### src/rtl/irq_ctl_pkg.sv
package irq_ctl_pkg;

    localparam int REG_W      = 8;
    localparam int NUM_SRC    = 3;
    localparam int ENA_OFS    = 3;
    localparam int GIE_HI_BIT = 7;
    localparam int GIE_LO_BIT = 6;
    localparam int PIN_SRC    = 1;

    typedef logic [REG_W-1:0]   reg_t;
    typedef logic [NUM_SRC-1:0] src_t;

    typedef struct packed {
        logic req;
        logic vec_hi;
        logic vec_upd;
    } eval_t;

    // sources whose enable and flag are both set
    function automatic src_t pending(reg_t r);
        return r[ENA_OFS +: NUM_SRC] & r[NUM_SRC-1:0];
    endfunction

    // sources treated as high priority: pin always, others by their bit
    function automatic src_t hi_mask(reg_t pri);
        src_t m;
        m = pri[NUM_SRC-1:0];
        m[PIN_SRC] = 1'b1;
        return m;
    endfunction

    // bits of the priority word that are stored
    function automatic reg_t pri_keep_mask();
        reg_t m;
        m = '0;
        for (int i = 0; i < NUM_SRC; i++) begin
            m[i] = (i != PIN_SRC);
        end
        return m;
    endfunction

endpackage

### src/rtl/irq_ctl_regs.sv
module irq_ctl_regs
    import irq_ctl_pkg::*;
(
    input  logic clk,
    input  logic rst,
    input  logic wr_ctl,
    input  reg_t wr_ctl_data,
    input  logic wr_pri,
    input  reg_t wr_pri_data,
    input  src_t hw_flag_set,
    input  logic irq_entry,
    input  logic irq_return,
    input  logic mode_q,
    input  logic vec_hi_q,
    output reg_t ctl_q,
    output reg_t pri_q
);

    localparam reg_t PRI_KEEP = pri_keep_mask();

    reg_t ctl_nxt;
    reg_t pri_nxt;

    // order: software write, hardware flags, then entry or return
    always_comb begin
        ctl_nxt = wr_ctl ? wr_ctl_data : ctl_q;
        ctl_nxt[NUM_SRC-1:0] = ctl_nxt[NUM_SRC-1:0] | hw_flag_set;
        if (irq_entry) begin
            if (vec_hi_q) begin
                ctl_nxt[GIE_HI_BIT] = 1'b0;
            end else begin
                ctl_nxt[GIE_LO_BIT] = 1'b0;
            end
        end else if (irq_return) begin
            if (mode_q && ctl_nxt[GIE_HI_BIT]) begin
                ctl_nxt[GIE_LO_BIT] = 1'b1;
            end else begin
                ctl_nxt[GIE_HI_BIT] = 1'b1;
            end
        end
    end

    always_comb begin
        pri_nxt = wr_pri ? (wr_pri_data & PRI_KEEP) : pri_q;
    end

    always_ff @(posedge clk) begin
        if (rst) begin
            ctl_q <= '0;
            pri_q <= '0;
        end else begin
            ctl_q <= ctl_nxt;
            pri_q <= pri_nxt;
        end
    end

    // each hardware pulse leaves its flag set
    for (genvar g = 0; g < NUM_SRC; g++) begin : g_flag_chk
        p_hw_flag_set_r3: assert property (@(posedge clk) disable iff (rst)
            hw_flag_set[g] |=> ctl_q[g]);
    end

    // an undisturbed write lands intact
    p_write_loads_r2: assert property (@(posedge clk) disable iff (rst)
        (wr_ctl && hw_flag_set == '0 && !irq_entry && !irq_return)
        |=> ctl_q == $past(wr_ctl_data));

    // entry clears the enable matching the current vector
    p_entry_hi_r10: assert property (@(posedge clk) disable iff (rst)
        (irq_entry && vec_hi_q) |=> !ctl_q[GIE_HI_BIT]);
    p_entry_lo_r10: assert property (@(posedge clk) disable iff (rst)
        (irq_entry && !vec_hi_q) |=> !ctl_q[GIE_LO_BIT]);

    // after a return the high enable is always set
    p_return_hi_r11: assert property (@(posedge clk) disable iff (rst)
        (irq_return && !irq_entry) |=> ctl_q[GIE_HI_BIT]);

endmodule

### src/rtl/irq_ctl_eval.sv
module irq_ctl_eval
    import irq_ctl_pkg::*;
(
    input  reg_t  ctl,
    input  reg_t  pri,
    input  logic  mode,
    input  logic  periph_req,
    output eval_t ev
);

    src_t pend;
    src_t pend_hi;
    src_t pend_lo;
    logic gie_hi;

    always_comb begin
        pend    = pending(ctl);
        pend_hi = pend & hi_mask(pri);
        pend_lo = pend & ~hi_mask(pri);
        gie_hi  = ctl[GIE_HI_BIT];
        if (!mode) begin
            ev.req     = gie_hi && ((|pend) || (ctl[GIE_LO_BIT] && periph_req));
            ev.vec_hi  = 1'b1;
            ev.vec_upd = 1'b1;
        end else begin
            ev.req     = gie_hi && ((|pend_hi) || (|pend_lo));
            ev.vec_hi  = |pend_hi;
            ev.vec_upd = gie_hi && ((|pend_hi) || (|pend_lo));
        end
    end

endmodule

### src/rtl/irq_ctl_out.sv
module irq_ctl_out
    import irq_ctl_pkg::*;
(
    input  logic  clk,
    input  logic  rst,
    input  logic  prio_en,
    input  eval_t ev,
    output logic  mode_q,
    output logic  irq_req,
    output logic  vec_hi
);

    always_ff @(posedge clk) begin
        if (rst) begin
            mode_q  <= 1'b0;
            irq_req <= 1'b0;
            vec_hi  <= 1'b1;
        end else begin
            mode_q  <= prio_en;
            irq_req <= ev.req;
            if (ev.vec_upd) begin
                vec_hi <= ev.vec_hi;
            end
        end
    end

    // single-priority mode always selects the high vector
    p_single_vec_hi_r5: assert property (@(posedge clk) disable iff (rst)
        !mode_q |=> vec_hi);

    // the mode input is taken one clock later
    p_mode_follows_r12: assert property (@(posedge clk) disable iff (rst)
        prio_en |=> mode_q);

endmodule

### src/rtl/irq_ctl_top.sv
module irq_ctl_top
    import irq_ctl_pkg::*;
(
    input  logic             clk,
    input  logic             rst,
    input  logic             prio_en,
    input  logic             wr_ctl,
    input  logic [7:0]       wr_ctl_data,
    input  logic             wr_pri,
    input  logic [7:0]       wr_pri_data,
    input  logic [2:0]       hw_flag_set,
    input  logic             periph_req,
    input  logic             irq_entry,
    input  logic             irq_return,
    output logic [7:0]       ctl_q,
    output logic [7:0]       pri_q,
    output logic             irq_req,
    output logic             vec_hi
);

    logic  mode_q;
    eval_t ev;

    irq_ctl_regs i_regs (
        .clk         (clk),
        .rst         (rst),
        .wr_ctl      (wr_ctl),
        .wr_ctl_data (wr_ctl_data),
        .wr_pri      (wr_pri),
        .wr_pri_data (wr_pri_data),
        .hw_flag_set (hw_flag_set),
        .irq_entry   (irq_entry),
        .irq_return  (irq_return),
        .mode_q      (mode_q),
        .vec_hi_q    (vec_hi),
        .ctl_q       (ctl_q),
        .pri_q       (pri_q)
    );

    irq_ctl_eval i_eval (
        .ctl        (ctl_q),
        .pri        (pri_q),
        .mode       (mode_q),
        .periph_req (periph_req),
        .ev         (ev)
    );

    irq_ctl_out i_out (
        .clk     (clk),
        .rst     (rst),
        .prio_en (prio_en),
        .ev      (ev),
        .mode_q  (mode_q),
        .irq_req (irq_req),
        .vec_hi  (vec_hi)
    );

    // no request while the high enable is clear
    p_no_req_no_gie_r6: assert property (@(posedge clk) disable iff (rst)
        !ctl_q[GIE_HI_BIT] |=> !irq_req);

    // peripheral summary raises a request in single-priority mode
    p_periph_single_r4: assert property (@(posedge clk) disable iff (rst)
        (!mode_q && ctl_q[GIE_HI_BIT] && ctl_q[GIE_LO_BIT] && periph_req) |=> irq_req);

    // vector select holds while two-priority mode has no request
    p_vec_hold_r9: assert property (@(posedge clk) disable iff (rst)
        (mode_q && !ctl_q[GIE_HI_BIT]) |=> $stable(vec_hi));

endmodule

### config.mk
export PLATFORM = sky130hd
export DESIGN_NAME = irq_ctl_top
export DESIGN_NICKNAME = d
export VERILOG_FILES = /design/src/rtl/irq_ctl_pkg.sv /design/src/rtl/irq_ctl_regs.sv /design/src/rtl/irq_ctl_eval.sv /design/src/rtl/irq_ctl_out.sv /design/src/rtl/irq_ctl_top.sv
export SDC_FILE = /design/constraint.sdc
export NUM_CORES = 1
export LEC_CHECK = 0
export ABC_AREA = 1
export BUFFER_PORTS_ARGS = -buffer_cell sky130_fd_sc_hd__buf_4
export CORE_MARGIN = 2
export CORE_UTILIZATION = 39
export DETAILED_ROUTE_END_ITERATION = 10
export MAX_ROUTING_LAYER = met4
export PLACE_DENSITY_LB_ADDON = 0.1
export SYNTH_ARGS = -nofsm -noshare
export SYNTH_HDL_FRONTEND = slang
export SYNTH_SLANG_ARGS = --single-unit
### constraint.sdc
create_clock -name clk -period 1 [get_ports clk]
set_input_delay 0.05 -clock clk [delete_from_list [all_inputs] [get_ports clk]]
set_output_delay 0.05 -clock clk [all_outputs]
set_load 0.02 [all_outputs]
==> results of run 1 <==
==> registers in the layout, indices dropped and copies added, names as in the netlist <==
signal and cells:
i_regs.ctl_q 8, i_regs.pri_q 2, i_out.irq_req 1, i_out.mode_q 1, i_out.vec_hi 1
==> cell families (layout without fill, tap and decap cells) <==
kind of cell / count (synthesis) / count (layout) / synth area share
flops: 13 / 13 / 0.415
buf+inv: 20 / 60 / 0.180
other cells: 1 / 6 / 0.00598
compound gates: 11 / 11 / 0.0978
simple gates: 46 / 46 / 0.301
==> cell type report <==
class | count | area [um^2]
fillers | 152 | 519
repair buffers | 43 | 350
multi-input cells | 63 | 273
flip-flops and latches | 13 | 262
inverters | 13 | 56.3
clock buffers | 4 | 26.3
well taps | 16 | 20.0
==> repair_timing <==
item | in CTS | in global routing
hold buffers | 11 | 0
resized for setup | 0 | 1
endpoints found under the hold margin | 10 | 0
endpoints found under the setup margin | 0 | 1
==> power groups by stage <==
stage	Combinational, W	Clock [W]	Sequential, W
after floorplan	0.000122	0	0.000618
after global placement	0.000252	0	0.000587
after detailed placement	0.000256	0	0.000587
after CTS	0.000291	0.000343	0.000575
after global routing	0.000318	0.000376	0.000580
final	0.000291	0.000340	0.000575
==> metal layers <==
layer	routed length (um)	part of all wire	GRT usage
met1	659	0.43	0.204
met2	728	0.47	0.285
met3	100	0.065	0.0367
met4	54	0.035	0.127
met5	0	0	-
==> cell usage after synthesis (all sizes together) <==
cell type   n  share of area
nor2       15          0.090
nand2      24           0.16
dfxtp      13           0.42
nand3       7          0.056
conb        1         0.0060
buf         7          0.090
o21ai       8          0.064
a21oi       2          0.022
o211ai      1          0.012
inv        13          0.090
==> worst paths after layout <==
path	startpoint	to	slack (ns)
max	i_regs.ctl_q[3]	ctl_q[3]	0.12
min	periph_req	i_out.irq_req	0.009
max reg2reg	i_regs.ctl_q[0]	i_out.vec_hi	0.16
min reg2reg	i_out.vec_hi	i_out.vec_hi	0.50
==> stage by stage <==
step,worst slack [ns],utilization
floorplan,0.0895,-
global placement,0.190,0.564
detailed placement,0.171,0.564
CTS,0.0261,0.654
global route,0.0655,0.655
finish,0.116,0.655
==> placed cells by master, fill, tap and decap left out <==
cell type      Yosys  routed
a21oi_1            1       1
a21oi_2            1       1
buf_4              6      32
clkbuf_1           0       1
clkbuf_4           0       3
conb_1             1       6
dfxtp_1           13      12
dfxtp_2            0       1
dlygate4sd3_1      0      11
inv_1             11      11
inv_2              1       1
inv_8              1       1
nand2_1           23      23
nand2_4            1       1
nand3_1            7       7
nor2_1            15      15
o211ai_1           1       1
o21ai_0            5       5
o21ai_1            3       3
==> impl_results.md, run 1 <==
* GRT overflow at 0
* Final Slew Violations at 0
* Worst vdd ir at 0.753 mV
* Pin count of the biggest net entering global routing at 11
* Synth cell types at 16
* RSZ-0062 raised after global routing: no
* All-Layer GR Usage at 0.181
* DRC viols at 0
* Site Rows at 14
* Bufs and invs on worst path at 1
* Delay-heaviest family, CP: flip-flops
* Final setup TNS at 0 ns
* Global-route wire length before repair at 2380 um
* Min-delay worst type: in2reg
* Routed Antenna Nets at 0
* Final non-filler cell total at 152
* Cells after Synth at 91
* Cell Pwr Density at 1220 mW/mm^2
* Final hold vios at 0
* Final min period at 0.884 ns
* Internal power at 0.000850 W
* Layout cell share with drive strength beyond 1 at 0.294
* Placed cell area at 850 um^2
* DRT Pass-1 Iters at 4
* Clk_lat worst skew at 0.28 ns
* Fmax at 1130 MHz
* Largest driver fanout on the critical path at 4
* Clock network power share at 0.282
* Via Count at 717
* TritonCTS Buffers at 3
* Hold WS at 0.00910 ns
* Switch share at 0.296
* Critical path class: reg2out
* CTS root buf: clkbuf_4
* Initial DRC Count at 7
* Tot Pwr at 0.00121 W
* Total wire length at 1540 um
* Synthesis-stage register bit count at 13
* Clock tree from TritonCTS: yes
* Vias in the first global route at 594
* Syn Area/Cell at 6.89 um^2
* Port-buffer cells at 32
* Max H-tree Level at 1
* CP startpoint kind: register
* Status: complete, no violations
* Worst path required time at 0.95 ns
* Synth Warn # at 0
* Comb pwr share at 0.241
* Final setup violating endpoints at 0
* Area of the die at 0.00194 mm^2
* Slowest CP cell: dfxtp_1
* CTS Sinks at 13
* Sequential power share at 0.477
* Seq/Total Area, Yosys at 0.415
* Dpl cells at 137
* Die Y at 44.1 um
* Critical path depth in cells at 1
* Final #Nets at 164
* Initial antenna violation count at 0
* Initial Util at 0.416
* Die width at 44.1 um
* Crit path DAT at 0.83 ns
* # IOs at 45
* Endpoint type of the worst setup path: output port
* Clock-pin slew on the worst setup and hold paths at 0.09 ns
* Maxcap violations at 0
* Core region area at 0.00151 mm^2
* CP cell instances: buf_4
* Routed len/inst at 10.2 um
* Mapped Area at 627 um^2
* Final worst path period share at 0.884
* Antenna cells at 0
* Area grow syn2layout at 57.5%
* Pleak at 0.547 nW
* Dpl hpwl at 1020 um
* Final instance area at 987 um^2
* Vias/cell at 4.72
* Clock Tree Buf Depth at 2
* Worst hold path stage count at 3
* Worst Skew at 0.00374 ns
* NetSw at 0.000357 W
* Largest stage delay on the critical path at 0.39 ns
* RePlAce Congestion at 0.771
* Post-CTS Setup Bufs at 0
* Worst r2r path cells at 5
Note: power is estimated with default switching activity, not from simulation.
==> run 2: changes to the inputs <==
Settings changed: HOLD_SLACK_MARGIN from default to 0.05.
==> impl_results.md, run 2 (same netlist as run 1, synthesis figures left out) <==
* Status: complete, no violations
* Top reg by flops: i_regs.ctl_q
* Commonest cells after routing, fill and taps aside: buf_4 (32), nand2_1 (23), nor2_1 (15), dlygate4sd3_1 (13), dfxtp_1 (12)
* Antenna cells at 0
* Max H-tree Level at 1
* CTS Sinks at 13
* Area of the multi-input gates at 273 um^2
* CTS root buf: clkbuf_4
* Worst Skew at 0.00232 ns
* RR Startpoint: i_regs.ctl_q[0]
* Worst Setup SP: i_regs.ctl_q[0]
* Final setup TNS at 0 ns
* Site Rows at 14
* DRC viols at 0
* Layout cell share with drive strength beyond 1 at 0.290
* Crit path DAT at 0.83 ns
* RePlAce Congestion at 0.771
* Commonest non-fill, non-tap cell in the layout: buf_4
* Post-CTS Setup Bufs at 0
* Pleak at 0.555 nW
* Worst r2r path cells at 5
* Initial DRC Count at 8
* Fill cells at 148
* Register Area at 262 um^2
* Port-buffer cells at 32
* Routed Antenna Nets at 0
* Reg2reg end: i_out.vec_hi
* Final instance area at 0.00101 mm^2
* CP cell instances: buf_4
* Largest regs: i_regs.ctl_q x8, i_regs.pri_q x2
* Final worst path period share at 0.883
* Initial Util at 0.416
* Placed cell area at 850 um^2
* Cell Pwr Density at 1200 mW/mm^2
* Final WS setup at 0.117 ns
* Worst vdd ir at 0.748 mV
* Clock Tree Buf Depth at 2
* Min-delay worst type: in2reg
* Bufs and invs on worst path at 1
* GRT overflow at 0
* Final hold vios at 0
* RSZ-0062 raised after global routing: no
* Fmax at 1130 MHz
* Initial antenna violation count at 0
* Clock-pin slew on the worst setup and hold paths at 0.08 ns
* Slowest CP cell: dfxtp_1
* Via Count at 703
* Largest stage delay on the critical path at 0.39 ns
* DRT Pass-1 Iters at 4
* Final non-filler cell total at 154
* Largest driver fanout on the critical path at 4
* Total wire length at 1570 um
* All-Layer GR Usage at 0.185
* CP startpoint kind: register
* Vias in the first global route at 612
* # IOs at 45
* DP Worst Slack at 0.171 ns
* Endpoint type of the worst setup path: output port
* Dpl hpwl at 1020 um
* Critical path depth in cells at 1
* Area of the die at 0.00194 mm^2
* Routed len/inst at 10.2 um
* Critical path class: reg2out
* Final setup violating endpoints at 0
* Delay-heaviest family, CP: flip-flops
* Vias/cell at 4.56
* Area grow syn2layout at 60.7%
* Global-route wire length before repair at 2440 um
* Worst R2R Setup Slack at 0.16 ns
* Maxcap violations at 0
* TritonCTS Buffers at 3
* Number of flip-flops under the largest register name at 8
* Dpl cells at 137
* Die Y at 44.1 um
* Clock tree from TritonCTS: yes
* Final Slew Violations at 0
* Pin count of the biggest net entering global routing at 11
* Core region area at 0.00151 mm^2
* Die width at 44.1 um
* Worst path required time at 0.95 ns
* Final #Nets at 166
* Final min period at 0.883 ns
* Worst setup endpoint: ctl_q[0]
* Clk_lat worst skew at 0.28 ns
==> run 2: changes by cell type in the layout (fill, tap and decap cells not counted) <==
cell / before / now
dlygate4sd3_1: 11 / 13
==> run 2: routing by layer <==
layer	GRT usage	routed length (um)	share of wire
met1	0.201	662	0.42
met2	0.300	758	0.48
met3	0.0367	104	0.066
met5	-	0	0
met4	0.127	45	0.029
==> run 2: stage by stage <==
| step | util | power (W) | hold WS (ns) |
|---|---|---|---|
| final | 0.669 | 0.00121 | 0.0481 |
| after global routing | 0.669 | 0.00128 | 0.0813 |
| after CTS | 0.668 | 0.00122 | 0.0509 |
| after detailed placement | 0.564 | 0.000843 | 0.238 |
| after global placement | 0.564 | 0.000839 | 0.238 |
| after floorplan | - | 0.000740 | 0.112 |
==> run 2: timing repair <==
action / 4_1_cts / 5_1_grt
gates resized for setup: 0 / 1
hold endpoints to repair: 12 / 0
endpoints found under the setup margin: 0 / 1
hold buffers: 13 / 0
==> run 2: final cells by class <==
type | instances | area share
sequential | 13 | 0.260
inverter | 13 | 0.0559
clock buffer | 4 | 0.0261
timing repair buffer | 45 | 0.368
multi-input combinational | 63 | 0.271
tap | 16 | 0.0199
==> run 2: worst min-delay path by stage <==
stage | start | endpoint | slack, ns | cells past startpoint
2_1_floorplan | rst | i_regs.ctl_q[6] | 0.11 | 1
3_3_place_gp | rst | i_regs.ctl_q[6] | 0.24 | 2
3_5_place_dp | rst | i_regs.ctl_q[6] | 0.24 | 2
4_1_cts | wr_ctl_data[0] | i_regs.ctl_q[0] | 0.05 | 5
5_1_grt | wr_ctl_data[0] | i_regs.ctl_q[0] | 0.08 | 5
6_report | wr_ctl_data[0] | i_regs.ctl_q[0] | 0.05 | 5
==> run 2: power breakdown <==
group / total (W) / internal, W / switching [W]
Combinational: 0.000298 / 0.000151 / 0.000147
Clock: 0.000337 / 0.000155 / 0.000182
Sequential: 0.000575 / 0.000549 / 0.0000262
==> run 3: changes to the inputs <==
--- a/config.mk
+++ b/config.mk
@@ -8,9 +8,7 @@
 export ABC_AREA = 1
 export BUFFER_PORTS_ARGS = -buffer_cell sky130_fd_sc_hd__buf_4
-export CORE_MARGIN = 2
 export CORE_UTILIZATION = 39
 export DETAILED_ROUTE_END_ITERATION = 10
 export HOLD_SLACK_MARGIN = 0.05
-export MAX_ROUTING_LAYER = met4
 export PLACE_DENSITY_LB_ADDON = 0.1
 export SYNTH_ARGS = -nofsm -noshare
==> constraint.sdc (replaced) <==
create_clock -name clk -period 1 [get_ports clk]
set_input_delay 0.2 -clock clk [delete_from_list [all_inputs] [get_ports clk]]
set_output_delay 0.2 -clock clk [all_outputs]
set_load 0.02 [all_outputs]
==> impl_results.md, run 3 (same netlist as run 1, synthesis figures left out) <==
* Crit path DAT at 0.78 ns
* Top reg by flops: i_regs.ctl_q
* Routed Antenna Nets at 0
* Placed cell area at 850 um^2
* RR Startpoint: i_regs.ctl_q[0]
* Port-buffer cells at 32
* Largest regs: i_regs.ctl_q x8, i_regs.pri_q x2
* Delay-heaviest family, CP: flip-flops
* TritonCTS Buffers at 3
* Final core occ at 0.604
* Bufs and invs on worst path at 1
* Commonest cells after routing, fill and taps aside: buf_4 (33), nand2_1 (23), nor2_1 (15), inv_1 (11), dfxtp_2 (9)
* Comb pwr share at 0.227
* Final instance area at 910 um^2
* Endpoint type of the worst setup path: output port
* Area grow syn2layout at 45.1%
* Switch share at 0.287
* GRT overflow at 0
* DP Worst Slack at 0.131 ns
* Worst Skew at 0.00237 ns
* Critical path depth in cells at 1
* Largest stage delay on the critical path at 0.39 ns
* Antenna cells at 0
* Min-delay worst type: in2reg
* # IOs at 45
* Core region area at 0.00151 mm^2
* Worst R2R Setup Slack at 0.12 ns
* Pleak at 0.513 nW
* DRC viols at 0
* Slowest CP cell: dfxtp_4
* Clock tree from TritonCTS: yes
* Dpl hpwl at 982 um
* Clock network power share at 0.279
* Total wire length at 1290 um
* Initial antenna violation count at 0
* Final non-filler cell total at 143
* Final WS setup at 0.0195 ns
* Initial Util at 0.416
* Dpl cells at 137
* Global-route wire length before repair at 2090 um
* RePlAce Congestion at 0.780
* CP cell instances: buf_6
* Hold_sp: rst
* Final worst path period share at 0.980
* Site Rows at 14
* Vias in the first global route at 522
* Final hold vios at 0
* Clock-pin slew on the worst setup and hold paths at 0.08 ns
* Clk_lat worst skew at 0.28 ns
* Fill cells at 158
* Via Count at 651
* Routed len/inst at 9.00 um
* NetSw at 0.000335 W
* Layout cell share with drive strength beyond 1 at 0.402
* Final Slew Violations at 0
* Initial DRC Count at 11
* Largest driver fanout on the critical path at 5
* Clock Tree Buf Depth at 2
* Final min period at 0.980 ns
* CP startpoint kind: register
* Worst path required time at 0.80 ns
* Cts hold-fix bufs at 0
* WHS Endpoint: i_regs.ctl_q[6]
* Final #Nets at 155
* Vias/cell at 4.55
* Sequential power share at 0.494
* CTS root buf: clkbuf_4
* RSZ-0062 raised after global routing: yes
* Number of flip-flops under the largest register name at 8
* Area of the die at 0.00177 mm^2
* Die Y at 42.1 um
* DRT Pass-1 Iters at 4
* Fmax at 1020 MHz
* Critical path class: reg2out
* Worst hold path stage count at 2
* Final setup violating endpoints at 0
* Worst r2r path cells at 5
* Pin count of the biggest net entering global routing at 11
* Worst Setup SP: i_regs.ctl_q[7]
* Die width at 42.1 um
* Cell Pwr Density at 1280 mW/mm^2
* Reg2reg end: i_out.irq_req
* Maxcap violations at 0
* Internal power at 0.000833 W
* Max H-tree Level at 1
* All-Layer GR Usage at 0.160
* Worst vdd ir at 1.01 mV
* CTS Sinks at 13
* Commonest non-fill, non-tap cell in the layout: buf_4
* Status: complete, no violations
run 3: cell count changes in the layout (fill, tap and decap cells not counted), sizes merged:
cell	delta
dlygate4sd3	-13
buf	+2
run 3: layer usage:
layer  share of wire  wire [um]  vias up  track usage
li1                -          -      339            -
met1            0.42        539      288        0.183
met2            0.49        631       22        0.256
met3           0.076         98        2       0.0690
met4           0.014         18        0       0.0750
met5               0          0        -            0
run 3: worst reg2reg max path, delay by kind of cell, from the launching register on:
kind	cells	cell delay [ns]
buffers and inverters	1	0.13
DFF	1	0.33
and+or+nand+nor	3	0.21
AOI/OAI and AO/OA	1	0.12
run 3: how the worst max path moves through the flow:
stage / slack, ns / end
after detailed placement: 0.13 / i_regs.ctl_q[4]
after global routing: -0.01 / ctl_q[7]
final: 0.02 / ctl_q[7]
after CTS: 0.0005 / vec_hi
after global placement: 0.14 / i_regs.pri_q[0]
after floorplan: 0.09 / i_out.vec_hi
run 3: per-stage QoR:
stage	hold WS [ns]	power (W)	setup TNS, ns
6_report	0.0944	0.00117	0
5_1_grt	0.0886	0.00123	-0.0128
4_1_cts	0.0878	0.00117	0
3_5_place_dp	0.388	0.000842	0
3_3_place_gp	0.387	0.000839	0
2_1_floorplan	0.262	0.000740	0
run 3: power by group through the flow:
stage	logic (W)	registers [W]	clock network (W)
after floorplan	0.000122	0.000618	0
after global placement	0.000252	0.000587	0
after detailed placement	0.000255	0.000587	0
after CTS	0.000257	0.000578	0.000338
after global routing	0.000292	0.000580	0.000355
final	0.000265	0.000576	0.000326
run 3: repair_timing:
action	in CTS	in global routing
buffers inserted	0	2
gates resized for setup	9	3
setup endpoints to repair	7	6
run 3: area by class of cell:
cell class	instances	area (um^2)	area share
multi-input combinational	63	273	0.300
clock buffer	4	26.3	0.0289
tap	16	20.0	0.0220
inverter	13	56.3	0.0619
sequential	13	275	0.303
timing repair buffer	34	259	0.285
